### config.mk
export PLATFORM = sky130hd
export DESIGN_NAME = dq_cmd_seq
export DESIGN_NICKNAME = d
export VERILOG_FILES = /design/src/rtl/dqs_pkg.sv /design/src/rtl/dqs_trig_gate.sv /design/src/rtl/dqs_ovr_flag.sv /design/src/rtl/dqs_engine.sv /design/src/rtl/dqs_status.sv /design/src/rtl/dq_cmd_seq.sv
export SDC_FILE = /design/constraint.sdc
export NUM_CORES = 1
export LEC_CHECK = 0
export ABC_CLOCK_PERIOD_IN_PS = 6550
export BUFFER_PORTS_ARGS = -buffer_cell sky130_fd_sc_hd__buf_2
export CAP_MARGIN = 20
export CORE_UTILIZATION = 55
export DETAILED_ROUTE_END_ITERATION = 10
export PLACE_DENSITY = 0.76
export SKIP_LAST_GASP = 1
export SLEW_MARGIN = 10
export SYNTH_ARGS = -nofsm -noshare
export SYNTH_HDL_FRONTEND = slang
export SYNTH_SLANG_ARGS = --single-unit
### constraint.sdc
create_clock -name clk -period 6.55 [get_ports clk]
set_input_delay 1.31 -clock clk [delete_from_list [all_inputs] [get_ports clk]]
set_output_delay 1.31 -clock clk [all_outputs]
set_load 0.005 [all_outputs]
### src/rtl/dqs_pkg.sv
// Package: shared types for the dual-queue command sequencer.
// Assumes two queues; queue index 0 is queue 1 and has priority.
package dqs_pkg;
    localparam int NQ = 2;

    typedef enum logic [2:0] {
        QS_IDLE,
        QS_ACTIVE,
        QS_PAUSED,
        QS_SUSP,
        QS_PEND
    } qstate_t;

    typedef enum logic [1:0] {
        LN_NONE,
        LN_Q1,
        LN_Q2
    } launch_t;

    localparam logic [1:0] MD_SW_ONCE = 2'b00;
    localparam logic [1:0] MD_SW_CONT = 2'b01;
endpackage

### src/rtl/dqs_trig_gate.sv
// Module: qualifies one queue's trigger into a start request or an
// overrun event. Assumes trig is a one-cycle pulse; hw_src is mode bit 1.
module dqs_trig_gate
    import dqs_pkg::*;
(
    input  logic    trig,
    input  logic    hw_src,
    input  logic    stop,
    input  logic    freeze,
    input  qstate_t st,
    output logic    start_req,
    output logic    ovr_evt
);
    logic live;
    logic busy;

    // Decode whether the trigger may act and whether the queue is busy.
    always_comb begin
        live      = trig && !stop && !freeze;
        busy      = (st == QS_ACTIVE) || (st == QS_SUSP) || (st == QS_PEND);
        start_req = live && ((st == QS_IDLE) || (st == QS_PAUSED));
        ovr_evt   = live && hw_src && busy;
    end
endmodule

### src/rtl/dqs_ovr_flag.sv
// Module: sticky overrun flag for one queue. Software clears it by a
// read that saw it set, then a clear strobe. Set beats clear.
module dqs_ovr_flag (
    input  logic clk,
    input  logic rst_n,
    input  logic set_evt,
    input  logic rd_stb,
    input  logic clr_stb,
    output logic flag
);
    logic armed;

    // Track flag and read-arming state.
    always_ff @(posedge clk) begin
        if (!rst_n) begin
            flag  <= 1'b0;
            armed <= 1'b0;
        end else begin
            if (set_evt) begin
                flag <= 1'b1;
            end else if (clr_stb && armed) begin
                flag <= 1'b0;
            end
            if (clr_stb && armed) begin
                armed <= 1'b0;
            end else if (rd_stb) begin
                armed <= flag;
            end
        end
    end


    ovr_set_chk: assert property (@(posedge clk) disable iff (!rst_n)
        set_evt |=> flag);


    ovr_sticky_chk: assert property (@(posedge clk) disable iff (!rst_n)
        (flag && !(clr_stb && armed)) |=> flag);
endmodule

### src/rtl/dqs_engine.sv
// Module: queue state machines, launch stage and pointer for the shared
// command table. Assumes cw_pause/cw_eoq describe the word at cwp in the
// same cycle, and that at most one conv_done arrives per request.
module dqs_engine
    import dqs_pkg::*;
#(
    parameter int IDX_W = 6
) (
    input  logic             clk,
    input  logic             rst_n,
    input  logic             stop,
    input  logic             freeze,
    input  logic [IDX_W-1:0] q2_base,
    input  logic [NQ-1:0]    start_req,
    input  logic [NQ-1:0]    cont,
    input  logic             cw_pause,
    input  logic             cw_eoq,
    input  logic             conv_done,
    output qstate_t          q1_st,
    output qstate_t          q2_st,
    output logic [IDX_W-1:0] cwp,
    output logic             conv_req
);
    localparam int DEPTH = 1 << IDX_W;
    localparam logic [IDX_W-1:0] LAST_IDX = IDX_W'(DEPTH - 1);

    qstate_t          n_st1, n_st2;
    launch_t          launch, n_launch;
    logic [IDX_W-1:0] pos1, pos2, n_pos1, n_pos2, n_cwp;
    logic             pw1, pw2, n_pw1, n_pw2, wrap, n_wrap;
    logic             end_now, any_act, q2_yield;

    // Detect the end conditions for the word under the pointer.
    always_comb begin
        end_now  = wrap || cw_eoq || ((q1_st == QS_ACTIVE) && (cwp == q2_base));
        any_act  = (q1_st == QS_ACTIVE) || (q2_st == QS_ACTIVE);
        q2_yield = (q2_st == QS_ACTIVE) && (q1_st == QS_PEND);
        conv_req = !stop && !freeze && any_act && !q2_yield && !end_now;
    end

    // Next-state for both queues, the launch stage and the pointer.
    always_comb begin
        n_st1 = q1_st;  n_st2 = q2_st;
        n_pos1 = pos1;  n_pos2 = pos2;
        n_pw1 = pw1;    n_pw2 = pw2;
        n_cwp = cwp;    n_wrap = wrap;
        n_launch = launch;
        if (stop) begin
            n_st1 = QS_IDLE;  n_st2 = QS_IDLE;
            n_pos1 = '0;      n_pos2 = '0;
            n_pw1 = 1'b0;     n_pw2 = 1'b0;
            n_cwp = '0;       n_wrap = 1'b0;
            n_launch = LN_NONE;
        end else if (!freeze) begin
            // launch completes: queue becomes visibly active
            if (launch == LN_Q1) n_st1 = QS_ACTIVE;
            if (launch == LN_Q2) n_st2 = QS_ACTIVE;
            n_launch = LN_NONE;
            // execution of the active queue
            if (q1_st == QS_ACTIVE) begin
                if (end_now) begin
                    n_wrap = 1'b0;
                    if (cont[0]) begin
                        n_st1 = QS_PEND; n_pos1 = '0; n_pw1 = 1'b0;
                    end else begin
                        n_st1 = QS_IDLE;
                    end
                end else if (conv_done) begin
                    if (cw_pause) begin
                        n_st1 = QS_PAUSED;
                        n_pos1 = cwp + 1'b1;
                        n_pw1 = (cwp == LAST_IDX);
                    end else begin
                        n_cwp = cwp + 1'b1;
                        n_wrap = (cwp == LAST_IDX);
                    end
                end
            end else if (q2_st == QS_ACTIVE) begin
                if (q2_yield) begin
                    n_st2 = QS_SUSP; n_pos2 = cwp; n_pw2 = wrap; n_wrap = 1'b0;
                end else if (end_now) begin
                    n_wrap = 1'b0;
                    if (cont[1]) begin
                        n_st2 = QS_PEND; n_pos2 = q2_base; n_pw2 = 1'b0;
                    end else begin
                        n_st2 = QS_IDLE;
                    end
                end else if (conv_done) begin
                    if (cw_pause) begin
                        n_st2 = QS_PAUSED;
                        n_pos2 = cwp + 1'b1;
                        n_pw2 = (cwp == LAST_IDX);
                    end else begin
                        n_cwp = cwp + 1'b1;
                        n_wrap = (cwp == LAST_IDX);
                    end
                end
            end
            // accepted triggers: fresh start or resume after pause
            if (start_req[0]) begin
                if (q1_st == QS_IDLE) begin
                    n_pos1 = '0; n_pw1 = 1'b0;
                end
                n_st1 = QS_PEND;
            end
            if (start_req[1]) begin
                if (q2_st == QS_IDLE) begin
                    n_pos2 = q2_base; n_pw2 = 1'b0;
                end
                n_st2 = QS_PEND;
            end
            // grant the engine: pointer moves one cycle before status
            if ((launch == LN_NONE) && !any_act) begin
                if (q1_st == QS_PEND) begin
                    n_launch = LN_Q1; n_cwp = pos1; n_wrap = pw1;
                end else if ((q2_st == QS_PEND) || (q2_st == QS_SUSP)) begin
                    n_launch = LN_Q2; n_cwp = pos2; n_wrap = pw2;
                end
            end
        end
    end

    // State registers.
    always_ff @(posedge clk) begin
        if (!rst_n) begin
            q1_st <= QS_IDLE;  q2_st <= QS_IDLE;
            pos1 <= '0;        pos2 <= '0;
            pw1 <= 1'b0;       pw2 <= 1'b0;
            cwp <= '0;         wrap <= 1'b0;
            launch <= LN_NONE;
        end else begin
            q1_st <= n_st1;    q2_st <= n_st2;
            pos1 <= n_pos1;    pos2 <= n_pos2;
            pw1 <= n_pw1;      pw2 <= n_pw2;
            cwp <= n_cwp;      wrap <= n_wrap;
            launch <= n_launch;
        end
    end


    freeze_hold_chk: assert property (@(posedge clk) disable iff (!rst_n)
        (freeze && !stop) |=> ($stable(cwp) && $stable(q1_st) && $stable(q2_st)));


    stop_clear_chk: assert property (@(posedge clk) disable iff (!rst_n)
        stop |=> (cwp == '0 && q1_st == QS_IDLE && q2_st == QS_IDLE));


    single_active_chk: assert property (@(posedge clk) disable iff (!rst_n)
        !((q1_st == QS_ACTIVE) && (q2_st == QS_ACTIVE)));


    req_needs_active_chk: assert property (@(posedge clk) disable iff (!rst_n)
        conv_req |-> ((q1_st == QS_ACTIVE) || (q2_st == QS_ACTIVE)));
endmodule

### src/rtl/dqs_status.sv
// Module: packs both queue states into the interlinked 4-bit field.
// Assumes queue 1 is never suspended; queue 2 code 10 doubles as suspended.
module dqs_status
    import dqs_pkg::*;
(
    input  qstate_t    q1_st,
    input  qstate_t    q2_st,
    output logic [3:0] q_status
);
    // Encode queue 1 in the upper pair and queue 2 in the lower pair.
    always_comb begin
        unique case (q1_st)
            QS_PAUSED: q_status[3:2] = 2'b01;
            QS_ACTIVE: q_status[3:2] = 2'b10;
            QS_PEND:   q_status[3:2] = 2'b11;
            default:   q_status[3:2] = 2'b00;
        endcase
        unique case (q2_st)
            QS_PAUSED:           q_status[1:0] = 2'b01;
            QS_ACTIVE, QS_SUSP:  q_status[1:0] = 2'b10;
            QS_PEND:             q_status[1:0] = 2'b11;
            default:             q_status[1:0] = 2'b00;
        endcase
    end
endmodule

### src/rtl/dq_cmd_seq.sv
// Module: top of the dual-queue command sequencer. Gates each queue's
// trigger, keeps overrun flags, runs the shared engine and packs status.
// Assumes the table owner returns the flags of word cw_ptr combinationally.
module dq_cmd_seq
    import dqs_pkg::*;
#(
    parameter int IDX_W = 6
) (
    input  logic             clk,
    input  logic             rst_n,
    input  logic [IDX_W-1:0] q2_base,
    input  logic [1:0]       q1_mode,
    input  logic [1:0]       q2_mode,
    input  logic             q1_trig,
    input  logic             q2_trig,
    input  logic             cw_pause,
    input  logic             cw_eoq,
    input  logic             conv_done,
    input  logic             stop_req,
    input  logic             freeze_req,
    input  logic             ovr_read,
    input  logic [1:0]       ovr_clr,
    output logic             conv_req,
    output logic [IDX_W-1:0] cw_ptr,
    output logic [3:0]       q_status,
    output logic [1:0]       ovr_flag
);
    logic [NQ-1:0] trig_v, hw_v, cont_v, start_v, evt_v;
    qstate_t       st_v [NQ];
    qstate_t       q1_st, q2_st;

    // Gather per-queue inputs into vectors.
    always_comb begin
        trig_v   = {q2_trig, q1_trig};
        hw_v     = {q2_mode[1], q1_mode[1]};
        cont_v   = {q2_mode == MD_SW_CONT, q1_mode == MD_SW_CONT};
        st_v[0]  = q1_st;
        st_v[1]  = q2_st;
    end

    for (genvar gi = 0; gi < NQ; gi++) begin : g_q
        dqs_trig_gate u_gate (
            .trig      (trig_v[gi]),
            .hw_src    (hw_v[gi]),
            .stop      (stop_req),
            .freeze    (freeze_req),
            .st        (st_v[gi]),
            .start_req (start_v[gi]),
            .ovr_evt   (evt_v[gi])
        );
        dqs_ovr_flag u_flag (
            .clk     (clk),
            .rst_n   (rst_n),
            .set_evt (evt_v[gi]),
            .rd_stb  (ovr_read),
            .clr_stb (ovr_clr[gi]),
            .flag    (ovr_flag[gi])
        );
    end

    dqs_engine #(.IDX_W(IDX_W)) u_engine (
        .clk       (clk),
        .rst_n     (rst_n),
        .stop      (stop_req),
        .freeze    (freeze_req),
        .q2_base   (q2_base),
        .start_req (start_v),
        .cont      (cont_v),
        .cw_pause  (cw_pause),
        .cw_eoq    (cw_eoq),
        .conv_done (conv_done),
        .q1_st     (q1_st),
        .q2_st     (q2_st),
        .cwp       (cw_ptr),
        .conv_req  (conv_req)
    );

    dqs_status u_status (
        .q1_st    (q1_st),
        .q2_st    (q2_st),
        .q_status (q_status)
    );


    sw_mode_no_ovr_chk: assert property (@(posedge clk) disable iff (!rst_n)
        (!q1_mode[1] && !ovr_flag[0]) |=> !ovr_flag[0]);
endmodule

==> implementation parameters, run 1 <==
Parameter                              Value

Run status
  Outcome    finished, final reports clean

Floorplanning
  Starting utilization of the core area    0.571
  Die width    around 69 µm
  Cell Rows    24
  Full die area    roughly 4800 µm²
  Floorplan die height    about 69 µm
  Number of placed I/O pins    35
  Core Region    ~4400 µm²

Routing
  Routed len/inst    between 15 and 20 µm
  Drt first-iter violations    around 390
  Via/cell ratio    6.71
  Vias    roughly 2.8k
  Post-DRT Antenna Nets    0
  DRC    0
  First-pass iteration count of the detailed router    6
  Total wirelength of the detailed-routed design    7.73 mm

Timing
  Headroom to the max-slew limit    0.246
  RSZ-0062 raised after global routing    false
  Final hold slack    about 0.48 ns
  Transition at the pin with the smallest max-transition slack    about 1.1 ns
  Clock period minus worst slack    about 4.3 ns
  Endpoints failing setup    0
  Final worst-path cycle share    0.650
  Max Freq    approximately 0.23 GHz
  Final Max Slew Viols    0
  Fin. Hold Viols    0
  Clock tree skew after final layout    around 0.0093 ns
  Sum Neg Setup Slack    0 ns

Min path
  Hold/Removal Path Class    flop to flop
  Worst Hold Path Cells    2

Global route
  Pin count of the biggest net entering global routing    27
  Vias in the first global route    around 2.4k
  Number of antenna violations at the first check in global routing    0
  Global-route total usage across every layer    0.324
  Leftover overflow at the end of global routing    0
  Global-route wire length before repair    ~12 mm

Clock tree
  Num CTS Buffers    5
  Deepest level of the CTS H-tree    2
  Number of buffers between clock root and the deepest sink    2
  CTS tree    done
  Post-CTS resize count    0
  Number of buffers added to fix hold violations after cts    0
  Setup Buffers After CTS    0
  Clock latency on the worst-skew pair    0.30 ns
  Clock transition at the registers of the reported paths    approximately 0.07 ns
  Clock tree root buffer cell    sky130_fd_sc_hd__clkbuf_8
  Number of sinks handled by clock tree synthesis    33

Synthesis
  Synth Register Bits    33
  Number of enable flip-flop cells after synthesis    0
  Share of the synthesized area in the top cell type    0.266
  Fraction of synthesis flops using an asynchronous set or reset pin    0
  Cell count after synthesis    roughly 340
  Post-Synthesis Mean Instance Area    7.23 µm²
  Main area contributors after synthesis    sky130_fd_sc_hd__dfxtp_1 27%, sky130_fd_sc_hd__nand2_1 7.2%, sky130_fd_sc_hd__nor2_1 5.1%, sky130_fd_sc_hd__a21oi_1 4.6%, sky130_fd_sc_hd__o21ai_0 4.4%
  Cell variety after synth    slightly below 60
  Sequential share of the synthesized area    0.266
  Post-synthesis cell type with the largest combined area    sky130_fd_sc_hd__dfxtp_1
  Ys Warns    0
  Total nets after synthesis    ~370
  Syn Std Cell Area    around 2500 µm²
  Most instantiated flip-flop cell in the synthesis netlist    sky130_fd_sc_hd__dfxtp_1

Critical path
  Critical Path End Type    output pin
  Startpoint types    primary input
  Worst R2R Path Depth    6
  Biggest fanout along the worst timing path    17
  Data required time at the worst endpoint    5.24 ns
  Setup Crit Path Kind    primary input to output pin
  Arrival time worst endpoint    2.95 ns

Layout
  NumNets Final    around 380
  Fillers    411
  Layout overhead on the synthesized area    10.9%
  Fraction of layout cells with a size suffix above 1    0.152
  Total non-filler cell area in the finished layout    roughly 2800 µm²
  Diode insertion count for antenna repair    0

Pwr
  Maximum VDD drop    roughly 0.13 mV
  Lkg Pwr    1.08 nW
  Cell Pwr Density    about 180 nW/µm²

Place
  Detailed-placement wirelength estimate    5.48 mm
  Standard cell area after detailed placement    2630 µm²
  Port Buffers    34
  RePlAce Congestion    between 0.9 and 1

Run
  Max Cap Viol    0
[registers in the layout (all words and copies together) (netlist names)]
register and count:
u_engine.pw2 1, u_engine.wrap 1, u_engine.pw1 1, g_q.u_flag.flag 2, u_engine.pos2 6, u_engine.pos1 6, u_engine.launch 2, g_q.u_flag.armed 2
u_engine.cwp 6, u_engine.q1_st 3, u_engine.q2_st 3
[worst max-delay path: stages]
cell and delay (ns):
sky130_fd_sc_hd__buf_2 0.12, sky130_fd_sc_hd__xor2_1 0.34, sky130_fd_sc_hd__nor3_4 0.10, sky130_fd_sc_hd__a21boi_2 0.67, sky130_fd_sc_hd__and4b_1 0.30, sky130_fd_sc_hd__buf_2 0.11
[logic make-up (layout without fill, tap and decap cells)]
kind of cell	Yosys count	in the layout	share of synthesized area
DFF	33	33	0.266
AOI/OAI and AO/OA	106	106	0.290
buffers and inverters	37	55	0.0619
and+or+nand+nor	150	150	0.314
xor gates and xnor gates	12	12	0.0423
muxes	5	5	0.0206
adders and majority gates	1	1	0.00503
[worst paths after layout]
check | start | to | slack [ns]
min reg2reg | u_engine.pos1[5]$_SDFFE_PP0N_ | u_engine.pos1[5]$_SDFFE_PP0N_ | 0.48
max reg2reg | u_engine.cwp[4]$_SDFFE_PP0N_ | u_engine.cwp[1]$_SDFFE_PP0N_ | 3.90
min | u_engine.pos1[5]$_SDFFE_PP0N_ | u_engine.pos1[5]$_SDFFE_PP0N_ | 0.48
max | q2_base[5] | conv_req | 2.29
[routing by layer]
layer | wire length [µm] | vias up | global-route usage | share of wire
met4 | 164 | 0 | 0.113 | 0.021
li1 | - | 1301 | - | -
met1 | 3340 | 1283 | 0.454 | 0.43
met2 | 3470 | 172 | 0.491 | 0.45
met3 | 761 | 21 | 0.0683 | 0.098
met5 | 0 | - | 0 | 0
[report_power, final]
group / switching [mW] / total [mW] / internal, mW
clock network: 0.0837 / 0.235 / 0.151
registers: 0.00437 / 0.207 / 0.203
logic: 0.0399 / 0.0611 / 0.0211
total: 0.128 / 0.503 / 0.375
[cell type report]
type | instances | area, µm² | share of cell area
Multi-Input combinational cell | 274 | 1670 | 0.606
Sequential cell | 33 | 661 | 0.239
Timing Repair Buffer | 36 | 185 | 0.0671
Clock buffer | 5 | 68.8 | 0.0249
Clock inverter | 3 | 65.1 | 0.0236
Tap cell | 52 | 65.1 | 0.0236
Inverter | 11 | 41.3 | 0.0150
[cells in the mapped netlist (all sizes together) (4+ instances only)]
| master | count |
|---|---|
| nor3 | 11 |
| dfxtp | 33 |
| o22ai | 9 |
| nand2b | 7 |
| nand4 | 6 |
| buf | 8 |
| mux2i | 4 |
| nor2b | 4 |
| nor2 | 34 |
| nor3b | 5 |
| nand2 | 48 |
| xor2 | 8 |
| nand3 | 13 |
| inv | 11 |
| and3 | 7 |
| a22oi | 6 |
| o211ai | 4 |
| a41oi | 4 |
| xnor2 | 4 |
| a211oi | 4 |
| o21ai | 23 |
| o221ai | 6 |
| clkbuf | 18 |
| a21oi | 25 |
[cells in the final DEF, fill, tap and decap left out, drive strengths merged, types with 9 or more instances in the layout]
cell,n
a21oi,25
nand2,48
dfxtp,33
nor2,34
inv,11
buf,36
o22ai,9
nor3,11
o21ai,23
nand3,13
[metrics by stage]
step / power [mW] / setup WS (ns) / utilization / cells
4_1_cts: 0.502 / 2.36 / 0.634 / 414
3_5_place_dp: 0.271 / 2.38 / 0.603 / 406
2_1_floorplan: 0.248 / 2.86 / - / 344
3_3_place_gp: 0.270 / 2.39 / 0.603 / 406
6_report: 0.503 / 2.29 / 0.634 / 414
5_1_grt: 0.517 / 2.26 / 0.634 / 414
(Power assumes the default switching activity.)
==> run 2, diff against run 1 <==
ABC_CLOCK_PERIOD_IN_PS = 3490   (was 6550)
CORE_UTILIZATION = 52   (was 55)
PLACE_DENSITY = 0.75   (was 0.76)
clock period = 3.49 ns   (was 6.55 ns; I/O delays follow)
==> run 2 against run 1 <==
The run now ends with design-rule violations left. Via count decreased by 1.4%. Die area increased by 5.6%. Sequential power increased by 88%. Critical path depth unchanged. Final cell count increased by 1.7%. Critical path type is now flop to output pin. Largest cell class unchanged. Largest power group unchanged.
==> implementation parameters, run 2 (synthesized netlist as in run 1, its figures left out) <==
Parameter                              Value

Pwr
  Maximum VDD drop    around 0.26 mV
  Cell Pwr Density    336 nW/µm²
  Combinational share of power    0.126
  Net switching power    0.236 mW
  Internal Pwr Total    roughly 0.71 mW
  Switch share    0.250
  Lkg Pwr    roughly 1.1 nW
  Clock network power share    0.462
  Share of power burned in registers    0.412

Global route
  Vias in the first global route    about 2.5k
  Pin count of the biggest net entering global routing    27
  Global-route wire length before repair    roughly 12 mm
  Leftover overflow at the end of global routing    0
  Global-route total usage across every layer    0.315
  Number of antenna violations at the first check in global routing    0

Timing
  Final hold slack    0.490 ns
  Sum Neg Setup Slack    0 ns
  Final worst-path cycle share    0.776
  Max Freq    between 0.3 and 0.4 GHz
  Headroom to the max-slew limit    0.497
  RSZ-0062 raised after global routing    false
  Clock period minus worst slack    ~2.7 ns
  Clock tree skew after final layout    ~0.011 ns
  Fin. Hold Viols    0
  Final Max Slew Viols    0
  Transition at the pin with the smallest max-transition slack    roughly 0.75 ns
  Endpoints failing setup    0

Min path
  Hold/Removal Path Class    flop to flop

Layout
  Footprint of the multi-input gates    1670 µm²
  Fillers    430
  Largest registers    u_engine.cwp (6), u_engine.pos1 (6), u_engine.pos2 (6)
  Diode insertion count for antenna repair    0
  NumNets Final    391
  Register area    661 µm²
  Most used cells in the layout excluding fill and tap cells    48 x sky130_fd_sc_hd__nand2_1, 34 x sky130_fd_sc_hd__nor2_1, 34 x sky130_fd_sc_hd__buf_2
  Commonest non-fill, non-tap cell in the layout    sky130_fd_sc_hd__nand2_1
  Layout overhead on the synthesized area    13.0%
  Fraction of layout cells with a size suffix above 1    0.168

Floorplanning
  Die width    71.2 µm
  Core Region    roughly 4500 µm²
  Floorplan die height    approximately 70 µm
  Number of placed I/O pins    35
  Starting utilization of the core area    0.556
  Cell Rows    24
  Full die area    between 5000 and 6000 µm²

Critical path
  Sequence of cells on the critical path    or3b_1, buf_4, nor2_1, buf_4, and4b_1, buf_2
  Library cell contributing the largest single delay on the critical path    sky130_fd_sc_hd__dfxtp_1
  Cell repeated most along the worst path    sky130_fd_sc_hd__buf_4
  Crit path largest cell delay    between 0.4 and 0.5 ns
  Biggest fanout along the worst timing path    26
  Startpoint types    flop
  Critical Path End Type    output pin
  Arrival time worst endpoint    2.01 ns
  Setup Crit Path Kind    flop to output pin
  Data required time at the worst endpoint    between 2 and 3 ns

Clock tree
  Number of sinks handled by clock tree synthesis    33
  Setup Buffers After CTS    0
  Clock latency on the worst-skew pair    just under 0.3 ns
  Post-CTS resize count    0
  Clock tree root buffer cell    sky130_fd_sc_hd__clkbuf_8
  Deepest level of the CTS H-tree    2
  CTS tree    done
  Number of buffers between clock root and the deepest sink    2
  Number of buffers added to fix hold violations after cts    0
  Clock transition at the registers of the reported paths    approximately 0.070 ns
  Num CTS Buffers    5

Routing
  Routed len/inst    18.0 µm
  Via/cell ratio    around 6.5
  Vias    around 2.7k
  Drt first-iter violations    317
  DRC    4
  Post-DRT Antenna Nets    0
  First-pass iteration count of the detailed router    11
  Total wirelength of the detailed-routed design    around 7.6 mm

Place
  Port Buffers    34
  Detailed-placement wirelength estimate    5.39 mm
  RePlAce Congestion    0.952

Run status
  Outcome    finished with violations
  Violations in the final reports    design-rule violations

Run
  Max Cap Viol    0
run 2: cell types whose count changed in the layout (fill, tap and decap cells not counted), sizes merged:
cell / delta
buf: +7
run 2: worst paths after layout:
check,startpoint,to,slack (ns),cells past startpoint
worst min-delay path,u_engine.pos1[5]$_SDFFE_PP0N_,u_engine.pos1[5]$_SDFFE_PP0N_,0.49,2
worst max-delay path,u_engine.q1_st[2]$_SDFFE_PP0N_,conv_req,0.78,6
worst max register to register,u_engine.q1_st[0]$_SDFFE_PP0N_,u_engine.cwp[1]$_SDFFE_PP0N_,1.06,6
worst min register to register,u_engine.pos1[5]$_SDFFE_PP0N_,u_engine.pos1[5]$_SDFFE_PP0N_,0.49,2
run 2: final cells by class:
cell class                 count  area share
multi-input combinational    274       0.595
sequential                    33       0.235
timing repair buffer          43      0.0846
clock buffer                   5      0.0245
clock inverter                 3      0.0231
tap                           52      0.0231
inverter                      11      0.0147
run 2: metrics by stage:
step                area [µm²]   util  std cells  total power [mW]  setup WS [ns]
floorplan                 2490      -        344             0.466           1.03
global placement          2680  0.598        413             0.511          0.986
detailed placement        2680  0.598        413             0.512          0.948
CTS                       2810  0.628        421             0.947          0.791
global route              2810  0.628        421             0.975          0.687
finish                    2810  0.628        421             0.943          0.781
run 2: metal layers:
layer  track usage  vias up  part of all wire
met5             0        -                 0
met4         0.147        0             0.027
met3        0.0556       20             0.099
met2         0.466      165              0.44
met1         0.445     1250              0.44
li1              -     1303                 -
run 2: worst max-delay path, delay by kind of cell, from the launching register on:
kind	cells	cell delay [ns]
buffers and inverters	3	0.53
DFF	1	0.48
and+or+nand+nor	3	0.71
run 2: power groups by stage:
stage	clock (mW)	combinational, mW	sequential [mW]
after detailed placement	0	0.115	0.397
after global routing	0.457	0.129	0.389
after global placement	0	0.114	0.397
final	0.436	0.119	0.389
after floorplan	0	0.0739	0.392
after CTS	0.443	0.116	0.388
